### src/rtl/sfseq_pkg.sv
package sfseq_pkg;

    typedef enum logic [1:0] {ST_IDLE, ST_SHIFT, ST_FIN} st_e;
    typedef enum logic [2:0] {PH_OPC, PH_ADR, PH_DUM, PH_DAT, PH_END} ph_e;

    localparam int ADR_W     = 24;
    localparam int DAT_W     = 32;
    localparam int TIM_W     = 20;
    localparam int ADR_MAX   = ADR_W / 8;
    localparam int DAT_MAX   = DAT_W / 8;

    // phase that follows cur, skipping empty ones
    function automatic ph_e ph_after(ph_e cur, logic [1:0] alen,
                                     logic [3:0] dum, logic [2:0] dlen);
        ph_e r;
        r = PH_END;
        case (cur)
            PH_OPC: begin
                if (alen != 2'd0)     r = PH_ADR;
                else if (dum != 4'd0) r = PH_DUM;
                else if (dlen != 3'd0) r = PH_DAT;
            end
            PH_ADR: begin
                if (dum != 4'd0)       r = PH_DUM;
                else if (dlen != 3'd0) r = PH_DAT;
            end
            PH_DUM: begin
                if (dlen != 3'd0) r = PH_DAT;
            end
            default: r = PH_END;
        endcase
        return r;
    endfunction

endpackage

### src/rtl/sfseq_clkgen.sv
module sfseq_clkgen #(
    parameter int TIM_W = 20,
    parameter logic [TIM_W-1:0] TIM_RST = 20'h20204
) (
    input  logic             clk,
    input  logic             rst_n,
    input  logic             tim_we,
    input  logic [TIM_W-1:0] tim_wd,
    input  logic             lock,
    input  logic             run,
    output logic             sck,
    output logic             bit_end,
    output logic             smp
);
    typedef struct packed {
        logic [TIM_W-1:0] tim;
        logic [3:0]       cnt;
        logic             sck;
    } ck_t;

    ck_t q, d;
    logic [3:0] per, per_m1, pos_f, pos_r, pos_s;
    logic [3:0] unused_tim;

    assign per        = q.tim[3:0];
    assign unused_tim = q.tim[7:4];
    assign pos_r      = q.tim[11:8];
    assign pos_f      = q.tim[15:12];
    assign pos_s      = q.tim[19:16];
    assign per_m1     = per - 4'd1;

    assign bit_end = run && (q.cnt == per_m1);
    assign smp     = run && (q.cnt == pos_s);
    assign sck     = q.sck;

    always_comb begin
        d = q;
        if (tim_we && !lock) d.tim = tim_wd;
        if (!run) begin
            d.cnt = 4'd0;
            d.sck = 1'b1;
        end else begin
            d.cnt = bit_end ? 4'd0 : q.cnt + 4'd1;
            if (q.cnt == pos_f)      d.sck = 1'b0;
            else if (q.cnt == pos_r) d.sck = 1'b1;
        end
    end

    always_ff @(posedge clk or negedge rst_n) begin
        if (!rst_n) begin
            q.tim <= TIM_RST;
            q.cnt <= 4'd0;
            q.sck <= 1'b1;
        end else begin
            q <= d;
        end
    end


    cnt_range_chk: assert property (@(posedge clk) disable iff (!rst_n)
        (run && per != 4'd0) |-> (q.cnt < per));


    tim_lock_chk: assert property (@(posedge clk) disable iff (!rst_n)
        lock |=> $stable(q.tim));

endmodule

### src/rtl/sfseq_csdec.sv
module sfseq_csdec #(
    parameter int CS_W = 3,
    localparam int NCS = 1 << CS_W
) (
    input  logic            act,
    input  logic [CS_W-1:0] sel,
    output logic [NCS-1:0]  cs_n
);
    for (genvar i = 0; i < NCS; i++) begin : g_line
        assign cs_n[i] = !(act && (sel == CS_W'(i)));
    end
endmodule

### src/rtl/sfseq_ctrl.sv
module sfseq_ctrl
    import sfseq_pkg::*;
#(
    parameter int CS_W = 3
) (
    input  logic             clk,
    input  logic             rst_n,
    input  logic             cmd_we,
    input  logic [31:0]      cmd_wd,
    input  logic             adr_we,
    input  logic [ADR_W-1:0] adr_wd,
    input  logic             dat_we,
    input  logic [DAT_W-1:0] dat_wd,
    input  logic             err_clr,
    input  logic             bit_end,
    input  logic             smp,
    input  logic             miso,
    output logic             run,
    output logic             busy,
    output logic             err,
    output logic [DAT_W-1:0] rdata,
    output logic             mosi,
    output logic             cs_act,
    output logic [CS_W-1:0]  cs_sel
);
    typedef struct packed {
        st_e              st;
        ph_e              ph;
        logic [3:0]       left;
        logic [2:0]       bitn;
        logic [7:0]       sh;
        logic [7:0]       rx;
        logic [ADR_W-1:0] asr;
        logic [DAT_W-1:0] wsr;
        logic [DAT_W-1:0] dat;
        logic [ADR_W-1:0] adr;
        logic [1:0]       ridx;
        logic [1:0]       alen;
        logic [3:0]       dum;
        logic [2:0]       dlen;
        logic             wr;
        logic             keep;
        logic             held;
        logic [CS_W-1:0]  sel;
        logic             pend;
        logic             err;
    } sq_t;

    sq_t q, n;

    // command word fields
    logic [7:0]      c_opc;
    logic            c_wr, c_keep;
    logic [2:0]      c_dlen, c_alen;
    logic [3:0]      c_dum;
    logic [CS_W-1:0] c_sel;
    logic            c_bad;
    logic [8:0]      unused_cmd;

    assign c_opc      = cmd_wd[7:0];
    assign c_wr       = cmd_wd[8];
    assign c_dlen     = cmd_wd[11:9];
    assign c_keep     = cmd_wd[15];
    assign c_dum      = cmd_wd[19:16];
    assign c_alen     = cmd_wd[22:20];
    assign c_sel      = cmd_wd[24 +: CS_W];
    assign unused_cmd = {cmd_wd[31:24+CS_W], cmd_wd[23], cmd_wd[14:12]};
    assign c_bad      = (c_alen > 3'(ADR_MAX)) || (c_dlen > 3'(DAT_MAX));

    logic [7:0] rx_now;
    logic       load, fresh;
    ph_e        tp;

    always_comb begin
        n      = q;
        load   = 1'b0;
        fresh  = 1'b0;
        tp     = PH_END;
        rx_now = smp ? {q.rx[6:0], miso} : q.rx;
        if (smp) n.rx = rx_now;

        if (!q.pend) begin
            if (adr_we) n.adr = adr_wd;
            if (dat_we) n.dat = dat_wd;
        end

        if (err_clr) n.err = 1'b0;
        if (cmd_we && (q.pend || c_bad)) n.err = 1'b1;

        case (q.st)
            ST_IDLE: begin
                if (cmd_we && !c_bad) begin
                    n.pend = 1'b1;
                    n.alen = c_alen[1:0];
                    n.dum  = c_dum;
                    n.dlen = c_dlen;
                    n.wr   = c_wr;
                    n.keep = c_keep;
                    n.sel  = c_sel;
                    n.held = 1'b1;
                    n.ridx = 2'd0;
                    n.bitn = 3'd0;
                    n.wsr  = n.dat;
                    if (!c_wr) n.dat = '0;
                    case (c_alen[1:0])
                        2'd1:    n.asr = {n.adr[7:0], 16'h0};
                        2'd2:    n.asr = {n.adr[15:0], 8'h0};
                        default: n.asr = n.adr;
                    endcase
                    tp    = q.held ? ph_after(PH_OPC, c_alen[1:0], c_dum, c_dlen)
                                   : PH_OPC;
                    fresh = 1'b1;
                    load  = 1'b1;
                end
            end
            ST_SHIFT: begin
                if (bit_end) begin
                    if (q.bitn == 3'd7) begin
                        if (q.ph == PH_DAT && !q.wr) begin
                            n.dat[{q.ridx, 3'b000} +: 8] = rx_now;
                            n.ridx = q.ridx + 2'd1;
                        end
                        n.bitn = 3'd0;
                        load   = 1'b1;
                        if (q.left > 4'd1) begin
                            tp = q.ph;
                        end else begin
                            tp    = ph_after(q.ph, q.alen, q.dum, q.dlen);
                            fresh = 1'b1;
                        end
                    end else begin
                        n.bitn = q.bitn + 3'd1;
                        n.sh   = {q.sh[6:0], 1'b0};
                    end
                end
            end
            ST_FIN: begin
                n.st   = ST_IDLE;
                n.pend = 1'b0;
                if (!q.keep) n.held = 1'b0;
            end
            default: n.st = ST_IDLE;
        endcase

        if (load) begin
            if (tp == PH_END) begin
                n.st = ST_FIN;
            end else begin
                n.st = ST_SHIFT;
                n.ph = tp;
                if (fresh) begin
                    case (tp)
                        PH_ADR:  n.left = {2'b00, n.alen};
                        PH_DUM:  n.left = n.dum;
                        PH_DAT:  n.left = {1'b0, n.dlen};
                        default: n.left = 4'd1;
                    endcase
                end else begin
                    n.left = q.left - 4'd1;
                end
                case (tp)
                    PH_OPC: n.sh = c_opc;
                    PH_ADR: begin
                        n.sh  = n.asr[ADR_W-1 -: 8];
                        n.asr = {n.asr[ADR_W-9:0], 8'h0};
                    end
                    PH_DAT: begin
                        if (n.wr) begin
                            n.sh  = n.wsr[7:0];
                            n.wsr = {8'h0, n.wsr[DAT_W-1:8]};
                        end else begin
                            n.sh = 8'h0;
                        end
                    end
                    default: n.sh = 8'h0;
                endcase
            end
        end
    end

    always_ff @(posedge clk or negedge rst_n) begin
        if (!rst_n) q <= '0;
        else        q <= n;
    end

    assign run    = (q.st == ST_SHIFT);
    assign busy   = q.pend;
    assign err    = q.err;
    assign rdata  = q.dat;
    assign mosi   = run ? q.sh[7] : 1'b0;
    assign cs_act = q.held;
    assign cs_sel = q.sel;


    dummy_zero_chk: assert property (@(posedge clk) disable iff (!rst_n)
        (run && q.ph == PH_DUM) |-> !mosi);


    busy_cmd_err_chk: assert property (@(posedge clk) disable iff (!rst_n)
        (cmd_we && q.pend) |=> q.err);


    pend_fall_chk: assert property (@(posedge clk) disable iff (!rst_n)
        $fell(q.pend) |-> ($past(q.st) == ST_FIN));


    dat_hold_chk: assert property (@(posedge clk) disable iff (!rst_n)
        (q.pend && q.wr) |=> $stable(q.dat));

endmodule

### src/rtl/sfseq_top.sv
module sfseq_top #(
    parameter int CS_W = 3,
    parameter logic [19:0] TIM_RST = 20'h20204,
    localparam int NCS = 1 << CS_W
) (
    input  logic           clk,
    input  logic           rst_n,
    input  logic           cmd_we,
    input  logic [31:0]    cmd_wd,
    input  logic           adr_we,
    input  logic [23:0]    adr_wd,
    input  logic           dat_we,
    input  logic [31:0]    dat_wd,
    input  logic           tim_we,
    input  logic [19:0]    tim_wd,
    input  logic           err_clr,
    output logic           busy,
    output logic           err,
    output logic [31:0]    rdata,
    output logic           sck,
    output logic           mosi,
    input  logic           miso,
    output logic [NCS-1:0] cs_n
);
    logic            run, bit_end, smp, cs_act;
    logic [CS_W-1:0] cs_sel;

    sfseq_clkgen #(.TIM_W(20), .TIM_RST(TIM_RST)) u_clk (
        .clk     (clk),
        .rst_n   (rst_n),
        .tim_we  (tim_we),
        .tim_wd  (tim_wd),
        .lock    (busy),
        .run     (run),
        .sck     (sck),
        .bit_end (bit_end),
        .smp     (smp)
    );

    sfseq_ctrl #(.CS_W(CS_W)) u_ctrl (
        .clk     (clk),
        .rst_n   (rst_n),
        .cmd_we  (cmd_we),
        .cmd_wd  (cmd_wd),
        .adr_we  (adr_we),
        .adr_wd  (adr_wd),
        .dat_we  (dat_we),
        .dat_wd  (dat_wd),
        .err_clr (err_clr),
        .bit_end (bit_end),
        .smp     (smp),
        .miso    (miso),
        .run     (run),
        .busy    (busy),
        .err     (err),
        .rdata   (rdata),
        .mosi    (mosi),
        .cs_act  (cs_act),
        .cs_sel  (cs_sel)
    );

    sfseq_csdec #(.CS_W(CS_W)) u_cs (
        .act  (cs_act),
        .sel  (cs_sel),
        .cs_n (cs_n)
    );


    cs_onehot_chk: assert property (@(posedge clk) disable iff (!rst_n)
        $onehot0(~cs_n));


    sck_idle_chk: assert property (@(posedge clk) disable iff (!rst_n)
        (&cs_n) |-> sck);

endmodule

### config.mk
export PLATFORM = sky130hd
export DESIGN_NAME = sfseq_top
export DESIGN_NICKNAME = d
export VERILOG_FILES = /design/src/rtl/sfseq_pkg.sv /design/src/rtl/sfseq_clkgen.sv /design/src/rtl/sfseq_csdec.sv /design/src/rtl/sfseq_ctrl.sv /design/src/rtl/sfseq_top.sv
export SDC_FILE = /design/constraint.sdc
export NUM_CORES = 1
export LEC_CHECK = 0
export BUFFER_PORTS_ARGS = -buffer_cell sky130_fd_sc_hd__buf_2
export CAP_MARGIN = 40
export CORE_UTILIZATION = 50
export DETAILED_ROUTE_END_ITERATION = 16
export PLACE_DENSITY_LB_ADDON = 0.15
export SKIP_LAST_GASP = 1
export SLEW_MARGIN = 15
export SYNTH_ARGS = -nofsm -noshare
export SYNTH_HDL_FRONTEND = slang
export SYNTH_HIERARCHICAL = 1
export SYNTH_SLANG_ARGS = --single-unit
### constraint.sdc
create_clock -name clk -period 3.75 [get_ports clk]
set_input_delay 0.375 -clock clk [delete_from_list [all_inputs] [get_ports clk]]
set_output_delay 0.375 -clock clk [all_outputs]
set_load 0.02 [all_outputs]
==> out/results.txt <==
post-route ant nets = 0
Die Width = 141 um
reg-to-reg setup timing slack = 0.26 ns
total nets after synthesis = 1026
CP cell instances = inv_1 -> ha_1 -> xor2_1 -> xnor2_1 -> and4_4 -> nand3b_4 -> nor4_2 -> o211ai_1 -> a21oi_4 -> nand3_4 -> buf_4 -> mux4_2
largest net degree at the start of global routing = 71
placed cell count = 1237
VDD IR-drop max = 0.000377 V
Mean Syn Cell Area = 10.8 sq um
Longest Clk Path Bufs = 2
Placed Area = 10500 sq um
proportion of layout cells with a drive suffix above 1 = 0.301
CP Buf/Inv Count = 2
Netlist Area Pre-Place = 9670 sq um
PD cells = 775 nW/um^2
Post-synth top flop = dfrtp_1
root buf cell = clkbuf_16
Final HPWL DP = 16600 um
Worst-path clk slew = 0.07 ns
Pleak = 0.00507 uW
most common cell in the netlist = dfrtp_1
vias = 7166
Worst R2R Start = u_clk/per[0]$_DFFE_PN0P_
WP data arrival = 3.79 ns
TNS Setup = 0 ns
Crit path depth = 12
endpoint type of the worst setup path = flip-flop
Yosys reg bits = 180
Final min period = 3.49 ns
top-area cell type share of the netlist area = 0.456
Ys Warns = 6
critical path class = flip-flop to flip-flop
Final Cell Area = 11000 sq um
asr flop ratio synth = 1.00
fmax = 286 MHz
Int Power = 5290 uW
Seq/Total Area, Yosys = 0.466
Final Max Tran Viols = 0
initial antenna violation count = 0
number of global-route vias before repair = 6955
Layout area overhead = 14.1%
DRT iter0 DRCs = 552
worst skew pair latency = 0.43 ns
total of max-cap violations = 0
switching pwr = 3260 uW
Starting Density = 0.513
routability cong. = 0.923
CTS tree = built
TritonRoute pass-1 iters = 6
CTS Buf Count = 17
Worst Tran Pin Value = 0.718 ns
die height = 141 um
commonest cells in the netlist = dfrtp_1 (176), nand2_1 (73), inv_1 (59), mux2_2 (57), nor2_1 (52)
worst hold path type = primary input to flip-flop
post-route setup slack = 0.256 ns
post-CTS setup-driven buffer insertion count = 0
synth unique cells = 73
crit path to = u_ctrl/q[86]$_DFF_PN0_
largest area contributor in the netlist = dfrtp_1
CP required = 4.04 ns
Final period util = 0.932
EDFF count, synth = 0
final net count = 1128
total wire length = 23200 um
htree depth = 4
Worst path max stage delay = 0.49 ns
Slew headroom = 0.522
Reg area = 4510 sq um
Sw Share = 0.381
largest cells by area after synthesis = dfrtp_1 (46%), mux2_2 (6.6%), mux4_2 (5.6%), mux2i_1 (5.2%), buf_4 (2.9%)
final global-route overflow total = 0
Clock power frac = 0.204
Setup Viol. Count Final = 0
clock skew = 0.0136 ns
critical-path maximum fanout = 28
Critical Path Source = u_clk/per[0]$_DFFE_PN0P_
CP top delay family = simple AND/OR/NAND/NOR gates
# IOs = 160
FP Rows = 50
Comb power frac = 0.406
die area = 19900 sq um
R2R Path End = u_ctrl/q[86]$_DFF_PN0_
Critical Path Start Type = flip-flop
wire per inst = 18.2 um
Post-Syn Instances = 895
Via density = 5.64
Antenna Cells = 0
PortBufs = 146
slowest stage cell, crit path = mux4_2
drt drc = 0
status = completed
core area = 18800 sq um
dpl ws = 0.154 ns
first-pass GRT wire length = 37600 um
Finished Layout Cells = 1270
area of the multi-input gates = 4430 sq um
Fill cells = 1661
worst r2r path cells = 12
Sink Count = 180
Sequential Power Share = 0.390
Tot GR Track Use = 0.246
Final Hold Viols = 0
unrepaired setup endpoints after global routing = false
through the flow:
stage	utilization	hold WS, ns	total power [uW]
3_5_place_dp	0.555	0.416	6820
6_report	0.586	0.145	8550
4_1_cts	0.586	0.130	8590
2_1_floorplan	-	0.0794	5950
5_1_grt	0.586	0.125	9150
3_3_place_gp	0.555	0.415	6730
power groups by stage:
| stage | clock [uW] | combinational, uW | sequential (uW) |
|---|---|---|---|
| after detailed placement | 0 | 3450 | 3360 |
| after floorplan | 0 | 2800 | 3160 |
| after global routing | 1870 | 3840 | 3430 |
| final | 1740 | 3470 | 3330 |
| after CTS | 1780 | 3480 | 3330 |
| after global placement | 0 | 3390 | 3330 |
how the worst min path moves through the flow:
stage               startpoint                            to  slack, ns  depth (start not counted)
finish              cmd_wd[25]  u_ctrl/cs_sel[1]$_DFFE_PN0P_       0.15                          3
detailed placement       rst_n        u_ctrl/q[13]$_DFF_PN0_       0.42                          1
global route        cmd_wd[24]  u_ctrl/cs_sel[0]$_DFFE_PN0P_       0.13                          3
floorplan                rst_n      u_clk/per[0]$_DFFE_PN0P_       0.08                          0
global placement         rst_n        u_ctrl/q[13]$_DFF_PN0_       0.41                          1
CTS                 cmd_wd[24]  u_ctrl/cs_sel[0]$_DFFE_PN0P_       0.13                          3
tightest hold or removal path, stage by stage:
cell	delay, ns
buf_2	0.07
nand2_1	0.04
nand2_1	0.05
state kept, by name, indices dropped and copies added (netlist names):
signal	count
u_ctrl/cs_act	1
u_ctrl/cs_sel	3
u_clk/sck	1
u_ctrl/q	121
u_clk/q	4
u_ctrl/err	1
u_clk/pos_f	4
u_clk/per	4
u_clk/pos_r	4
u_clk/pos_s	4
u_ctrl/rdata	32
u_ctrl/busy	1
metal layers:
metal  track usage  vias up  routed length, um
met5             0        -                  0
met4        0.0761        0                403
met3        0.0530       21               1160
met2         0.382      205              10700
met1         0.347     3516              10900
li1              -     3424                  -
placed cells by master (no fill, tap or decap), drive strengths merged, types with 4 or more instances in the layout:
cell	Yosys	final
a211oi	10	10
a21oi	30	30
a221oi	8	8
a311oi	5	5
and2	4	4
and3	7	7
buf	66	173
clkbuf	25	18
dfrtp	176	176
dfstp	4	4
ha	15	15
inv	59	67
mux2	57	57
mux2i	50	50
mux4	24	24
nand2	73	73
nand3	20	20
nand4b	6	6
nor2	52	52
nor2b	6	6
nor3	18	18
nor4	4	4
o2111ai	9	9
o211ai	9	9
o21ai	38	38
o221ai	8	8
o22ai	31	31
o31a	7	7
xnor2	12	12
xor2	8	8
cells by family (layout without fill, tap and decap cells):
group                      after synthesis  count (layout)  share of synthesized area
buffers and inverters                  150             265                     0.0775
muxes                                  131             131                      0.174
and+or+nand+nor                        212             212                      0.110
DFF                                    180             180                      0.466
AOI/OAI and AO/OA                      187             187                      0.134
adders and majority gates               15              15                     0.0194
xor gates and xnor gates                20              20                     0.0181
final cells by class:
class,count,area share
sequential,180,0.409
clock buffer,18,0.0389
multi-input combinational,565,0.402
clock inverter,14,0.0127
inverter,59,0.0201
timing repair buffer,174,0.0883
tap,260,0.0295
repair_timing:
| item | in CTS | in global routing |
|---|---|---|
| hold buffers | 1 | 0 |
| gates resized for setup | 0 | 2 |
| hold endpoints to repair | 58 | 0 |
| endpoints found under the setup margin | 0 | 43 |
No activity file was read; power rests on OpenSTA's default activity.
